File: config.mk
export PLATFORM = sky130hd
export DESIGN_NAME = vec_irq_ctrl
export DESIGN_NICKNAME = d
export VERILOG_FILES = /design/src/rtl/vec_irq_pkg.sv /design/src/rtl/vec_irq_sync.sv /design/src/rtl/vec_irq_pend.sv /design/src/rtl/vec_irq_prio.sv /design/src/rtl/vec_irq_ctrl.sv
export SDC_FILE = /design/constraint.sdc
export NUM_CORES = 1
export LEC_CHECK = 0
export BUFFER_PORTS_ARGS = -buffer_cell sky130_fd_sc_hd__buf_2
export CORE_ASPECT_RATIO = 0.5
export CORE_UTILIZATION = 52
export DETAILED_ROUTE_END_ITERATION = 10
export PLACE_DENSITY = 0.88
export RECOVER_POWER = 25
export SYNTH_ARGS = -nofsm -noshare
export SYNTH_HDL_FRONTEND = slang
export SYNTH_SLANG_ARGS = --single-unit
File: constraint.sdc
create_clock -name clk_i -period 3.5 [get_ports clk_i]
set_input_delay 0.525 -clock clk_i [delete_from_list [all_inputs] [get_ports clk_i]]
set_output_delay 0.525 -clock clk_i [all_outputs]
set_load 0.02 [all_outputs]
File: src/rtl/vec_irq_pkg.sv
package vec_irq_pkg;
  localparam int N_LVL  = 12;
  localparam int N_MASK = N_LVL - 2;
  localparam int IDX_W  = $clog2(N_LVL);
  localparam int VEC_W  = 14;
  localparam int N_PIN  = 6;
  localparam int CFG_W  = 4;

  typedef logic [VEC_W-1:0] vec_t;
  typedef logic [IDX_W-1:0] idx_t;

  // level 0 reset, level 1 power-down, levels 2.. step by 4 from 0x0004
  function automatic vec_t vec_of(idx_t idx);
    if (idx == '0) return '0;
    if (idx == idx_t'(1)) return vec_t'(14'h002C);
    return vec_t'((int'(idx) - 1) * 4);
  endfunction
endpackage

File: src/rtl/vec_irq_sync.sv
module vec_irq_sync #(
  parameter int W      = 1,
  parameter int STAGES = 2,
  parameter bit RST_V  = 1'b1
) (
  input  logic         clk_i,
  input  logic         rst_ni,
  input  logic [W-1:0] d_i,
  output logic [W-1:0] q_o
);
  generate
    if (STAGES == 0) begin : g_bypass
      assign q_o = d_i;
    end else begin : g_chain
      logic [W-1:0] stg_q [STAGES];
      always_ff @(posedge clk_i or negedge rst_ni) begin
        if (!rst_ni) begin
          for (int k = 0; k < STAGES; k++) stg_q[k] <= {W{RST_V}};
        end else begin
          stg_q[0] <= d_i;
          for (int k = 1; k < STAGES; k++) stg_q[k] <= stg_q[k-1];
        end
      end
      assign q_o = stg_q[STAGES-1];
    end
  endgenerate
endmodule

File: src/rtl/vec_irq_pend.sv
module vec_irq_pend #(
  parameter int N = 12
) (
  input  logic         clk_i,
  input  logic         rst_ni,
  input  logic [N-1:0] set_i,
  input  logic [N-1:0] clr_i,
  input  logic [N-1:0] lvl_mode_i,
  input  logic [N-1:0] lvl_i,
  output logic [N-1:0] pend_o
);
  logic [N-1:0] latch_q;

  for (genvar g = 0; g < N; g++) begin : g_bit
    always_ff @(posedge clk_i or negedge rst_ni) begin
      if (!rst_ni) latch_q[g] <= 1'b0;
      else         latch_q[g] <= (latch_q[g] & ~clr_i[g]) | set_i[g]; // new event wins
    end
    assign pend_o[g] = lvl_mode_i[g] ? lvl_i[g] : latch_q[g];
  end
endmodule

File: src/rtl/vec_irq_prio.sv
module vec_irq_prio #(
  parameter int N     = 12,
  parameter int IDX_W = $clog2(N)
) (
  input  logic [N-1:0]     req_i,
  output logic             valid_o,
  output logic [IDX_W-1:0] idx_o
);
  always_comb begin
    valid_o = |req_i;
    idx_o   = '0;
    for (int i = N - 1; i >= 0; i--) begin
      if (req_i[i]) idx_o = IDX_W'(i);
    end
  end
endmodule

File: src/rtl/vec_irq_ctrl.sv
module vec_irq_ctrl
  import vec_irq_pkg::*;
#(
  parameter int SYNC_STAGES = 2
) (
  input  logic              clk_i,
  input  logic              rst_ni,
  input  logic              irq2_ni,
  input  logic              irql1_ni,
  input  logic              irql0_ni,
  input  logic              irqe_ni,
  input  logic              irq1_ni,
  input  logic              irq0_ni,
  input  logic              pwrdn_i,
  input  logic              sp0_tx_i,
  input  logic              sp0_rx_i,
  input  logic              bdma_i,
  input  logic              sp1_tx_i,
  input  logic              sp1_rx_i,
  input  logic              timer_i,
  input  logic              mask_we_i,
  input  logic [N_MASK-1:0] mask_wdata_i,
  input  logic              cfg_we_i,
  input  logic [CFG_W-1:0]  cfg_wdata_i,
  input  logic              ena_we_i,
  input  logic              ena_wdata_i,
  input  logic              ack_i,
  output logic              req_o,
  output logic [VEC_W-1:0]  vector_o,
  output logic              wake_o
);
  localparam int P_IRQ2 = 0, P_IRQL1 = 1, P_IRQL0 = 2, P_IRQE = 3, P_IRQ1 = 4, P_IRQ0 = 5;

  logic [N_MASK-1:0] mask_q;
  logic [CFG_W-1:0]  cfg_q;
  logic              ena_q;
  logic              boot_q;

  always_ff @(posedge clk_i or negedge rst_ni) begin
    if (!rst_ni) begin
      mask_q <= '0;
      cfg_q  <= '0;
      ena_q  <= 1'b0;
    end else begin
      if (mask_we_i) mask_q <= mask_wdata_i;
      if (cfg_we_i)  cfg_q  <= cfg_wdata_i;
      if (ena_we_i)  ena_q  <= ena_wdata_i;
    end
  end

  // pin synchronizer and falling-edge detect
  logic [N_PIN-1:0] pin_n, pin_s_n, pin_prev_n, pin_act, pin_fall;
  assign pin_n = {irq0_ni, irq1_ni, irqe_ni, irql0_ni, irql1_ni, irq2_ni};

  vec_irq_sync #(.W(N_PIN), .STAGES(SYNC_STAGES), .RST_V(1'b1)) u_sync (
    .clk_i (clk_i),
    .rst_ni(rst_ni),
    .d_i   (pin_n),
    .q_o   (pin_s_n)
  );

  always_ff @(posedge clk_i or negedge rst_ni) begin
    if (!rst_ni) pin_prev_n <= '1;
    else         pin_prev_n <= pin_s_n;
  end

  assign pin_act  = ~pin_s_n;
  assign pin_fall = pin_prev_n & ~pin_s_n;

  // per-level source wiring
  logic [N_LVL-1:0] set_ev, lvl_mode, lvl_in, clr, pend, pres;
  logic             sp1_sel;
  assign sp1_sel = cfg_q[3];

  always_comb begin
    set_ev   = '0;
    lvl_mode = '0;
    lvl_in   = '0;
    lvl_mode[0]  = 1'b1;
    set_ev[1]    = pwrdn_i;
    lvl_mode[2]  = ~cfg_q[2];
    lvl_in[2]    = pin_act[P_IRQ2];
    set_ev[2]    = cfg_q[2] & pin_fall[P_IRQ2];
    lvl_mode[3]  = 1'b1;
    lvl_in[3]    = pin_act[P_IRQL1];
    lvl_mode[4]  = 1'b1;
    lvl_in[4]    = pin_act[P_IRQL0];
    set_ev[5]    = sp0_tx_i;
    set_ev[6]    = sp0_rx_i;
    set_ev[7]    = pin_fall[P_IRQE];
    set_ev[8]    = bdma_i;
    lvl_mode[9]  = ~sp1_sel & ~cfg_q[1];
    lvl_in[9]    = pin_act[P_IRQ1];
    set_ev[9]    = sp1_sel ? sp1_tx_i : (cfg_q[1] & pin_fall[P_IRQ1]);
    lvl_mode[10] = ~sp1_sel & ~cfg_q[0];
    lvl_in[10]   = pin_act[P_IRQ0];
    set_ev[10]   = sp1_sel ? sp1_rx_i : (cfg_q[0] & pin_fall[P_IRQ0]);
    set_ev[11]   = timer_i;
  end

  vec_irq_pend #(.N(N_LVL)) u_pend (
    .clk_i     (clk_i),
    .rst_ni    (rst_ni),
    .set_i     (set_ev),
    .clr_i     (clr),
    .lvl_mode_i(lvl_mode),
    .lvl_i     (lvl_in),
    .pend_o    (pend)
  );

  assign pres[0] = boot_q;
  assign pres[1] = pend[1];
  assign pres[N_LVL-1:2] = pend[N_LVL-1:2] & mask_q & {N_MASK{ena_q}};

  logic win_valid;
  idx_t win_idx;

  vec_irq_prio #(.N(N_LVL), .IDX_W(IDX_W)) u_prio (
    .req_i  (pres),
    .valid_o(win_valid),
    .idx_o  (win_idx)
  );

  always_comb begin
    clr = '0;
    if (ack_i && win_valid) clr[win_idx] = 1'b1;
  end

  always_ff @(posedge clk_i or negedge rst_ni) begin
    if (!rst_ni)     boot_q <= 1'b1;
    else if (clr[0]) boot_q <= 1'b0;
  end

  assign req_o    = win_valid;
  assign vector_o = win_valid ? vec_of(win_idx) : '0;
  assign wake_o   = boot_q | pend[1] | (|(pend[N_LVL-1:2] & mask_q));
endmodule

==> results.py <==
metrics = {
    "status": {
        "status": "finished with violations",
        "violations": "capacitance limit, slew limit",
    },
    "critical_path": {
        "crit_type": "reg2out",
        "critPathMaxFanout": 8,
        "cp.arrival_ns": 2.95,
        "required_ns": 2.97,
        "crit_buf_inv": 3,
        "cp_cell_sequence": "buf_6 -> or4b_4 -> a22o_4 -> a31oi_4 -> o31ai_4 -> buf_6 -> ha_4 -> or3_4 -> nor2_4 -> buf_6",
        "critPathCaptureType": "primary output",
        "crit_family": "simple AND/OR/NAND/NOR gates",
        "crit_top_cell": "buf_6",
        "crit_path_top_delay_cell": "or4b_4",
        "cp-start-kind": "register",
        "critPathMaxStageDelay_ns": 0.48,
    },
    "timing": {
        "hold_viol": 0,
        "relSlewSlack": -0.3788,
        "setup_violations": 0,
        "tightest_slew_ns": 2.068,
        "holdWs_ns": 0.3135,
        "fmax_ghz": 0.2881,
        "fin_worst_skew_ns": 0.007057,
        "period_share": 0.9917,
        "grt_setup_unrepaired": "yes",
        "fin_crit_ns": 3.471,
        "setup_ws_ns": 0.02894,
        "drv_slew": 42,
    },
    "final_layout": {
        "diodes": 0,
        "fin_cells": 265,
        "final_nets": 252,
        "area_growth_syn_to_layout_pct": 24.60,
        "drive_gt1_frac": 0.5187,
        "fillers": 257,
    },
    "clocking": {
        "path_clk_slew_ns": 0.08,
        "clk_latency_ns": 0.30,
        "clock_sinks": 41,
        "cts_inserted_buffers": 5,
        "cts_tree": "built",
        "htreeDepth": 2,
        "postCtsHoldBufs": 0,
        "clockBufferDepth": 2,
        "cts_root_buffer": "clkbuf_8",
    },
    "drt": {
        "route.detailed.drc": 0,
        "drt_iter0_markers": 52,
        "drt_pre_antenna_iters": 4,
        "wl_mm": 4.032,
        "routedWlPerCell_um": 15.22,
        "viasPerCell": 5.234,
        "dr_total_vias": 1387,
        "final_antenna_net_count": 0,
    },
    "synth": {
        "synth_simple_gate_area_frac": 0.1440,
        "syn-cell-area_um2": 1938,
        "synth-compound-area-share": 0.1498,
        "synthTopCellsByCount": "dfrtp_1, dfstp_2, nand2_1",
        "yosysTopAreaCell": "dfrtp_1",
        "synthFlopType": "dfrtp_1",
        "synth_xor_area_frac": 0,
        "synthMuxAreaShare": 0.08134,
        "synth.avg_cell_area_um2": 11.96,
        "synth_top_family_by_area": "compound AO/OA/AOI/OAI gates",
        "yosys.cell_count.top_type": "dfrtp_1",
        "netlist.area_leader.share": 0.3099,
        "synthCells": 162,
        "ys_seq_elements": 41,
        "ys_warn_count": 0,
        "synth_cell_types": 39,
        "synthAdderAreaFrac": 0.03228,
        "synth_area_leaders": "dfrtp_1, dfstp_2, mux2_2, buf_4, ha_1",
        "synthArstFlopShare": 1.000,
        "ys_seq_area_frac": 0.5403,
        "synth_edf_count": 0,
    },
    "power_and_ir_drop": {
        "p_sw_mw": 0.3668,
        "seqPwrFrac": 0.462,
        "internal_power_mw": 0.7898,
        "clockPowerShare": 0.271,
        "peakVddDrop_v": 0.0002787,
        "pwr-share-comb": 0.267,
        "p_per_area_nw_per_um2": 479.0,
        "power.leakage_nw": 1.033,
        "p_sw_frac": 0.3171,
    },
    "global_routing": {
        "antenna_found_initial": 0,
        "grt_pass1_vias": 1319,
        "grt.overflow.total": 0,
        "grt_max_degree": 42,
        "track_usage": 0.2166,
        "grt_pass1_wl_mm": 6.106,
    },
    "hold_path": {
        "hold_path.class": "in2reg",
    },
    "placement": {
        "dp_hpwl_mm": 2.770,
        "dp.cells": 252,
        "pre_cts_slack_ns": 0.1876,
        "gp_congestion": 0.8085,
        "port-buffer-count": 47,
    },
    "floorplan": {
        "core_um2": 3491,
        "fp.dieArea_um2": 3990,
        "dieHeight_um": 45.17,
        "die_w_um": 88.34,
        "pin_count": 50,
        "row_count": 15,
        "start_util": 0.5552,
    },
    "run": {
        "max-cap-violations": 1,
    },
}
## flip-flops by register name, summed over array words and instances (netlist names)
signal                count
mask_q                   10
u_pend.latch_q            9
u_sync.g_chain.stg_q      6
u_sync.q_o                6
cfg_q                     4
pin_prev_n                4
boot_q                    1
ena_q                     1
## placed cells by master, fill, tap and decap left out, types with 3 or more instances in the layout
| master | count |
|---|---|
| dfrtp_1 | 24 |
| clkbuf_8 | 5 |
| mux2_2 | 14 |
| nand2b_1 | 4 |
| a21o_1 | 5 |
| inv_1 | 6 |
| nand3_1 | 4 |
| ha_1 | 3 |
| dfstp_2 | 15 |
| buf_4 | 4 |
| nand2_1 | 16 |
| o21ai_0 | 10 |
| buf_6 | 10 |
| nor2_1 | 6 |
| buf_2 | 37 |
| a21oi_1 | 6 |
## worst register-to-register path: cells and delay by family, from the launching register on
family	cells	cell delay [ns]
DFF	1	0.55
AOI/OAI and AO/OA	4	1.17
and+or+nand+nor	3	0.28
adders and majority gates	1	0.31
## power groups by stage
stage	sequential [mW]	combinational (mW)	clock [mW]
2_1_floorplan	0.537	0.185	0
3_3_place_gp	0.540	0.247	0
3_5_place_dp	0.542	0.257	0
4_1_cts	0.534	0.272	0.318
5_1_grt	0.539	0.332	0.337
6_report	0.535	0.308	0.314
## final cells by class
| type | instances | area [um2] | area share |
|---|---|---|---|
| Multi-Input combinational cell | 105 | 852.1 | 0.3528 |
| Clock inverter | 3 | 21.27 | 0.008808 |
| Sequential cell | 41 | 1047 | 0.4337 |
| Clock buffer | 5 | 68.82 | 0.02850 |
| Timing Repair Buffer | 53 | 335.3 | 0.1389 |
| Inverter | 7 | 26.28 | 0.01088 |
| Tap cell | 51 | 63.81 | 0.02642 |
## what timing repair did
item                                    in CTS  in global routing
pin swaps                                    3                  7
resized for setup                            4                 24
cloned                                       0                  0
endpoints found under the setup margin       9                  9
buffers inserted                             2                  3
## per-layer routing
metal	vias up	GRT usage	routed length [um]
li1	664	-	-
met1	664	0.2844	1796
met2	54	0.3400	1934
met3	5	0.06033	255
met4	0	0.1032	46
met5	-	0	0
## logic make-up after synthesis
kind of cell | Yosys count
flops | 41
fa+ha+maj | 5
compound gates | 39
buf+inv | 17
mux | 14
other cells | 1
simple gates | 45
## through the flow
step	TNS [ns]	utilization	cell area (um2)	total power, mW
finish	0	0.6918	2415	1.157
global placement	0	0.6244	2180	0.7868
floorplan	0	-	1944	0.7218
CTS	-0.002590	0.6602	2305	1.124
detailed placement	0	0.6244	2180	0.7991
global route	-0.4937	0.6918	2415	1.207
## final timing paths
path / start / end / slack [ns] / depth (start not counted)
max: cfg_q[3] / vector_o[12] / 0.03 / 10
min: irq0_ni / u_sync.g_chain.stg_q[11] / 0.31 / 1
max reg2reg: u_sync.q_o[0] / u_pend.latch_q[9] / 1.08 / 8
min reg2reg: u_sync.g_chain.stg_q[7] / u_sync.q_o[1] / 0.36 / 0
max in group asynchronous: rst_ni / mask_q[2] / 1.51 / 1
min in group asynchronous: rst_ni / mask_q[8] / 0.81 / 1
No activity file was read; power rests on OpenSTA's default activity.
